## src/rtl/amp_sup_pkg.sv

```systemverilog
package amp_sup_pkg;

  typedef enum logic [1:0] {
    OUT_LOW   = 2'b00,
    OUT_DRIVE = 2'b01,
    OUT_HIZ   = 2'b10
  } out_mode_e;

endpackage

```

## src/rtl/amp_tick_gen.sv

```systemverilog
module amp_tick_gen #(
  parameter int TICK_DIV = 4
) (
  input  logic clk,
  input  logic rst_n,
  output logic tick_o
);

  generate
    if (TICK_DIV <= 1) begin : g_every
      assign tick_o = 1'b1;
    end else begin : g_div
      localparam int DW = $clog2(TICK_DIV);
      logic [DW-1:0] cnt_q, cnt_d;
      logic          wrap;

      assign wrap   = (cnt_q == DW'(TICK_DIV - 1));
      assign tick_o = wrap;

      always_comb begin
        cnt_d = wrap ? '0 : cnt_q + 1'b1;
      end

      always_ff @(posedge clk or negedge rst_n) begin
        if (!rst_n) cnt_q <= '0;
        else        cnt_q <= cnt_d;
      end
    end
  endgenerate

endmodule

```

## src/rtl/amp_dc_monitor.sv

```systemverilog
module amp_dc_monitor #(
  parameter int NCH        = 2,
  parameter int HOLD_TICKS = 6
) (
  input  logic           clk,
  input  logic           rst_n,
  input  logic           tick_i,
  input  logic [NCH-1:0] dc_i,
  output logic           dc_fault_o
);

  localparam int CW = $clog2(HOLD_TICKS + 1);

  logic [NCH-1:0] hit;
  logic           fault_q, fault_d;

  generate
    for (genvar c = 0; c < NCH; c++) begin : g_ch
      logic [CW-1:0] cnt_q, cnt_d;
      logic          cnt_en;

      assign cnt_en = tick_i & dc_i[c];
      assign hit[c] = cnt_en & (cnt_q == CW'(HOLD_TICKS));

      always_comb begin
        cnt_d = cnt_q;
        if (!dc_i[c])     cnt_d = '0;
        else if (hit[c])  cnt_d = cnt_q;
        else if (cnt_en)  cnt_d = cnt_q + 1'b1;
      end

      always_ff @(posedge clk or negedge rst_n) begin
        if (!rst_n) cnt_q <= '0;
        else        cnt_q <= cnt_d;
      end

      AST_DC_CNT_BOUND: assert property (@(posedge clk) disable iff (!rst_n)
        cnt_q <= CW'(HOLD_TICKS));
      AST_DC_CNT_RESTART: assert property (@(posedge clk) disable iff (!rst_n)
        !dc_i[c] |=> (cnt_q == '0));
    end
  endgenerate

  always_comb begin
    fault_d = fault_q | (|hit);
  end

  always_ff @(posedge clk or negedge rst_n) begin
    if (!rst_n) fault_q <= 1'b0;
    else        fault_q <= fault_d;
  end

  assign dc_fault_o = fault_q;

  AST_DC_STICKY: assert property (@(posedge clk) disable iff (!rst_n)
    fault_q |=> fault_q);

endmodule

```

## src/rtl/amp_short_latch.sv

```systemverilog
module amp_short_latch #(
  parameter int NCH        = 2,
  parameter int HOLD_TICKS = 6
) (
  input  logic           clk,
  input  logic           rst_n,
  input  logic           tick_i,
  input  logic           sd_n_i,
  input  logic           auto_rec_i,
  input  logic [NCH-1:0] oc_i,
  output logic           sc_fault_o
);

  localparam int CW = $clog2(HOLD_TICKS + 1);

  logic          latch_q, latch_d;
  logic [CW-1:0] tmr_q, tmr_d;
  logic          tmr_en, release_now;

  assign tmr_en      = latch_q & auto_rec_i & tick_i;
  assign release_now = tmr_en & (tmr_q == CW'(HOLD_TICKS));

  always_comb begin
    latch_d = latch_q;
    tmr_d   = tmr_q;
    if (!sd_n_i) begin
      latch_d = 1'b0;
      tmr_d   = '0;
    end else if (release_now) begin
      latch_d = 1'b0;
      tmr_d   = '0;
    end else if (!latch_q) begin
      latch_d = |oc_i;
      tmr_d   = '0;
    end else if (!auto_rec_i) begin
      tmr_d   = '0;
    end else if (tmr_en) begin
      tmr_d   = tmr_q + 1'b1;
    end
  end

  always_ff @(posedge clk or negedge rst_n) begin
    if (!rst_n) begin
      latch_q <= 1'b0;
      tmr_q   <= '0;
    end else begin
      latch_q <= latch_d;
      tmr_q   <= tmr_d;
    end
  end

  assign sc_fault_o = latch_q;

  AST_SC_SETS: assert property (@(posedge clk) disable iff (!rst_n)
    (sd_n_i && (|oc_i) && !latch_q) |=> latch_q);
  AST_SC_SD_CLEARS: assert property (@(posedge clk) disable iff (!rst_n)
    !sd_n_i |=> !latch_q);
  AST_SC_HOLDS_NO_AUTO: assert property (@(posedge clk) disable iff (!rst_n)
    (latch_q && sd_n_i && !auto_rec_i) |=> latch_q);
  AST_SC_TMR_BOUND: assert property (@(posedge clk) disable iff (!rst_n)
    tmr_q <= CW'(HOLD_TICKS));

endmodule

```

## src/rtl/amp_mode_arbiter.sv

```systemverilog
module amp_mode_arbiter
  import amp_sup_pkg::*;
#(
  parameter int NCH = 2
) (
  input  logic             clk,
  input  logic             rst_n,
  input  logic             latched_i,
  input  logic             sd_n_i,
  input  logic             supply_bad_i,
  output logic [2*NCH-1:0] mode_o
);

  generate
    for (genvar c = 0; c < NCH; c++) begin : g_ch
      out_mode_e mode_q, mode_d;

      always_comb begin
        if (latched_i)         mode_d = OUT_HIZ;
        else if (!sd_n_i)      mode_d = OUT_HIZ;
        else if (supply_bad_i) mode_d = OUT_LOW;
        else                   mode_d = OUT_DRIVE;
      end

      always_ff @(posedge clk or negedge rst_n) begin
        if (!rst_n) mode_q <= OUT_HIZ;
        else        mode_q <= mode_d;
      end

      assign mode_o[2*c +: 2] = mode_q;

      AST_HIZ_ON_FAULT: assert property (@(posedge clk) disable iff (!rst_n)
        latched_i |=> (mode_o[2*c +: 2] == 2'b10));
      AST_LOW_ON_SUPPLY: assert property (@(posedge clk) disable iff (!rst_n)
        (!latched_i && sd_n_i && supply_bad_i) |=> (mode_o[2*c +: 2] == 2'b00));
      AST_MODE_LEGAL: assert property (@(posedge clk) disable iff (!rst_n)
        mode_o[2*c +: 2] != 2'b11);
    end
  endgenerate

endmodule

```

## src/rtl/amp_fault_supervisor.sv

```systemverilog
module amp_fault_supervisor #(
  parameter int NCH        = 2,
  parameter int TICK_DIV   = 4,
  parameter int HOLD_TICKS = 6
) (
  input  logic             clk,
  input  logic             rst_n,
  input  logic             sd_n_i,
  input  logic             auto_rec_i,
  input  logic [NCH-1:0]   oc_i,
  input  logic [NCH-1:0]   dc_i,
  input  logic             uv_i,
  input  logic             ov_i,
  input  logic             ot_i,
  output logic [2*NCH-1:0] mode_o,
  output logic             fault_n_o
);

  logic tick;
  logic dc_fault, sc_fault, latched, supply_bad;

  amp_tick_gen #(.TICK_DIV(TICK_DIV)) u_tick (
    .clk    (clk),
    .rst_n  (rst_n),
    .tick_o (tick)
  );

  amp_dc_monitor #(.NCH(NCH), .HOLD_TICKS(HOLD_TICKS)) u_dc (
    .clk        (clk),
    .rst_n      (rst_n),
    .tick_i     (tick),
    .dc_i       (dc_i),
    .dc_fault_o (dc_fault)
  );

  amp_short_latch #(.NCH(NCH), .HOLD_TICKS(HOLD_TICKS)) u_sc (
    .clk        (clk),
    .rst_n      (rst_n),
    .tick_i     (tick),
    .sd_n_i     (sd_n_i),
    .auto_rec_i (auto_rec_i),
    .oc_i       (oc_i),
    .sc_fault_o (sc_fault)
  );

  assign latched    = dc_fault | sc_fault;
  assign supply_bad = uv_i | ov_i | ot_i;

  amp_mode_arbiter #(.NCH(NCH)) u_arb (
    .clk          (clk),
    .rst_n        (rst_n),
    .latched_i    (latched),
    .sd_n_i       (sd_n_i),
    .supply_bad_i (supply_bad),
    .mode_o       (mode_o)
  );

  assign fault_n_o = ~latched;

  AST_FAULT_PIN_DC: assert property (@(posedge clk) disable iff (!rst_n)
    dc_fault |-> !fault_n_o);
  AST_SUPPLY_NOT_REPORTED: assert property (@(posedge clk) disable iff (!rst_n)
    (!dc_fault && !sc_fault) |-> fault_n_o);

endmodule

```

## config.mk

```make
export PLATFORM = sky130hd
export DESIGN_NAME = amp_fault_supervisor
export DESIGN_NICKNAME = d
export VERILOG_FILES = /design/src/rtl/amp_sup_pkg.sv /design/src/rtl/amp_tick_gen.sv /design/src/rtl/amp_dc_monitor.sv /design/src/rtl/amp_short_latch.sv /design/src/rtl/amp_mode_arbiter.sv /design/src/rtl/amp_fault_supervisor.sv
export SDC_FILE = /design/constraint.sdc
export NUM_CORES = 1
export LEC_CHECK = 0
export BUFFER_PORTS_ARGS = -buffer_cell sky130_fd_sc_hd__buf_2
export CORE_ASPECT_RATIO = 1.4
export CORE_MARGIN = 3
export CORE_UTILIZATION = 30
export CTS_BUF_LIST = sky130_fd_sc_hd__clkbuf_8
export CTS_CLUSTER_SIZE = 28
export DETAILED_ROUTE_END_ITERATION = 6
export GPL_ROUTABILITY_DRIVEN = 0
export GPL_TIMING_DRIVEN = 0
export SYNTH_ARGS = -nofsm -noshare
export SYNTH_HDL_FRONTEND = slang
export SYNTH_SLANG_ARGS = --single-unit
```

## constraint.sdc

```tcl
create_clock -name clk -period 1.75 [get_ports clk]
set_clock_uncertainty 0.05 [all_clocks]
set_input_delay 0.0875 -clock clk [delete_from_list [all_inputs] [get_ports clk]]
set_output_delay 0.0875 -clock clk [all_outputs]
set_load 0.005 [all_outputs]
```

==> impl_results.md <==
- Slew headroom: 77.2%
- Port bufs: 15
- RSZ-0062 raised after global routing: false
- Hold Violations, Final: 0
- Final Slew Violations: 0
- Busiest grt layer: met2
- Placed Cells: between 100 and 150
- Max Root-Sink Buffers: 2
- Yosys top cell by area: dfrtp_1
- EDFF count, synth: 0
- CP max FO: 4
- Via count: about 610
- Status: complete, no violations
- Drt wl/cell: between 10 and 15 um
- Root buf cell: clkbuf_8
- Hold Path Class: in -> reg
- Die ar.: ~0.0032 mm2
- Die Ht: around 66 um
- DRT antenna net count: 0
- Fill cell count: 251
- Total GRT Usage: between 10% and 20%
- Peak Freq: ~660 MHz
- CTS sink count: 15
- Post-CTS sizing: 0
- Top FF cell, synth: dfrtp_1
- Met1 usage: around an eighth
- Final setup fails: 0
- Initial antenna violation count: 0
- Fin crit period: approximately 1500 ps
- Required time of the worst setup path: approximately 1900 ps
- Total gr overflow: 0
- Slowest CP cell: dlygate4sd3_1
- Cell count after synthesis: 70
- Worst vdd ir: roughly 260 uV
- Met3 usage: 1.59%
- Setup crit start kind: register
- Setup Crit Path Kind: reg -> reg
- Starting Density: between 30% and 40%
- Synth cell types: 24
- Share of the synthesized area in the top cell type: between 40% and 50%
- Setup TNS Final: 0 ps
- Fin crit share: between 80% and 90%
- Register area share after synthesis: between 40% and 50%
- Design Area, Final: just under 0.001 mm2
- Post-Route WL: between 1000 and 1500 um
- Slew @ Worst Pin: roughly 340 ps
- Mapped Nets: 89
- CTS H-tree depth: 1
- Layout cells sized above 1: 26.6%
- Worst hold slack: between 60 and 70 ps
- Final net count: 114
- Cells along the critical path: nor2_1 > nand2_1 > nor4_1 > dlygate4sd3_1
- Vias in the first global route: about 640
- Drt first pass iters: 4
- Post-synth ARST share: 100%
- Dpl hpwl: ~1100 um
- Count leader, synth: dfrtp_1
- Layout area overhead: 27.9%
- Top cells by area, synth: dfrtp_1 46%, ha_1 13%, mux2i_1 3.9%, dfstp_2 3.4%, o21ai_0 3.3%
- Yosys warns: 0
- CP Data Arrival Time: between 1500 and 2000 ps
- Synthesized flop and latch total: 15
- Synthesized area: approximately 760 um2
- Clk Latency, worst-skew pair: ~240 ps
- DRC Markers: 0
- Row count: 21
- GR Util met2: around a fifth
- CTS Buf Count: 3
- CTS tree: done
- Power Density: roughly 700 mW/mm2
- Ant diodes: 0
- Crit end category: register
- CP max stage delay: between 500 and 600 ps
- Chip width: about 50 um
- Synth cell count leaders: 14 x dfrtp_1, 8 x ha_1, 6 x nand2_1
- First-iteration detailed-routing DRC count: 13
- Drt via density: around 4.8
- Pleak: between 0.0004 and 0.0005 uW
- Max_cap viols: 0
- Placement Cell Area: approximately 880 um2
- First-pass GRT wire length: between 2000 and 3000 um
- I/O pins: 16
- Clk pin slew, worst setup/hold paths: ~60 ps
- Largest net degree at the start of global routing: 16
- Non-filler cells, final: around 130
- Core area: between 0.002 and 0.0025 mm2
- Syn Area/Cell: 10.9 um2
==> worst max-delay path: cells and delay by family, from the launching register on <==
family / cells / cell delay [ps]
DFF: 1 / 410
buffers and inverters: 1 / 590
and+or+nand+nor: 3 / 420
==> final timing paths <==
check	startpoint	to	slack, ps	depth (start not counted)
max in group asynchronous	rst_n	u_arb.g_ch[0].mode_q[1]	1130	2
worst max register to register	u_sc.sc_fault_o	u_arb.g_ch[0].mode_q[0]	240	4
worst max-delay path	u_sc.sc_fault_o	u_arb.g_ch[0].mode_q[0]	240	4
min in group asynchronous	rst_n	u_dc.g_ch[1].cnt_q[1]	220	2
worst min-delay path	dc_i[1]	u_dc.g_ch[1].cnt_q[1]	60	2
worst min register to register	u_tick.g_div.cnt_q[0]	u_tick.g_div.cnt_q[0]	410	1
==> cell usage in the layout (no fill, tap or decap) <==
cell           count
nand2_1            6
and2_1             2
and4b_1            1
ha_1               8
nand3_2            2
and3_1             1
nand4_1            1
mux2i_1            3
a31oi_1            3
o21ai_0            5
nand3b_1           1
dfrtp_1           14
buf_4              3
nor2_1             4
dfstp_2            1
nand3_1            2
a21oi_1            3
o31ai_1            1
clkbuf_8           3
a41oi_1            1
dlygate4sd3_1      5
inv_1              5
and2_4             1
o211a_1            1
buf_2             15
nor4_1             1
a31o_1             1
==> stage by stage <==
step	util (%)	setup slack, ps	power [uW]
6_report	40.4	236	682
5_1_grt	40.4	128	718
4_1_cts	40.4	266	688
3_5_place_dp	36.4	423	409
3_3_place_gp	36.4	449	407
2_1_floorplan	-	513	380
==> layer usage <==
| metal | wire length [um] | vias to the layer above |
|---|---|---|
| met4 | 45 | 0 |
| met3 | 56 | 6 |
| met5 | 0 | - |
| li1 | - | 298 |
| met2 | 714 | 19 |
| met1 | 617 | 286 |
==> sequential cells by signal (all words and copies together), names as in the netlist <==
register            count
u_dc.g_ch.cnt_q         6
u_sc.sc_fault_o         1
u_tick.g_div.cnt_q      2
u_sc.tmr_q              3
u_dc.dc_fault_o         1
u_arb.g_ch.mode_q       2
==> final cells by class <==
cell class                 count  area, um2  area share, %
clock buffer                   3       41.3           4.23
timing repair buffer          20        125           12.8
clock inverter                 1       3.75          0.385
buffer                         3       22.5           2.31
inverter                       4       15.0           1.54
multi-input combinational     48        349           35.8
sequential                    15        377           38.6
tap                           34       42.5           4.36
==> power by group <==
group / internal, uW / switching, uW / leakage (uW) / total (uW)
Clock: 155 / 118 / 0.0000269 / 273
Combinational: 24.5 / 23.9 / 0.000265 / 48.4
Sequential: 355 / 5.51 / 0.000195 / 360
Total: 535 / 147 / 0.000487 / 682
==> cells by family (layout without fill, tap and decap cells) <==
group | count (synthesis) | count (layout) | synth area share (%)
and+or+nand+nor | 22 | 22 | 16.4
AOI/OAI and AO/OA | 15 | 15 | 12.3
DFF | 15 | 15 | 49.3
adders and majority gates | 8 | 8 | 13.1
buffers and inverters | 7 | 31 | 4.92
muxes | 3 | 3 | 3.93
==> what timing repair did <==
item / in CTS / in global routing
hold endpoints to repair: 18 / 0
buffers inserted: 0 / 0
hold buffers: 5 / 0
(Power assumes the default switching activity.)
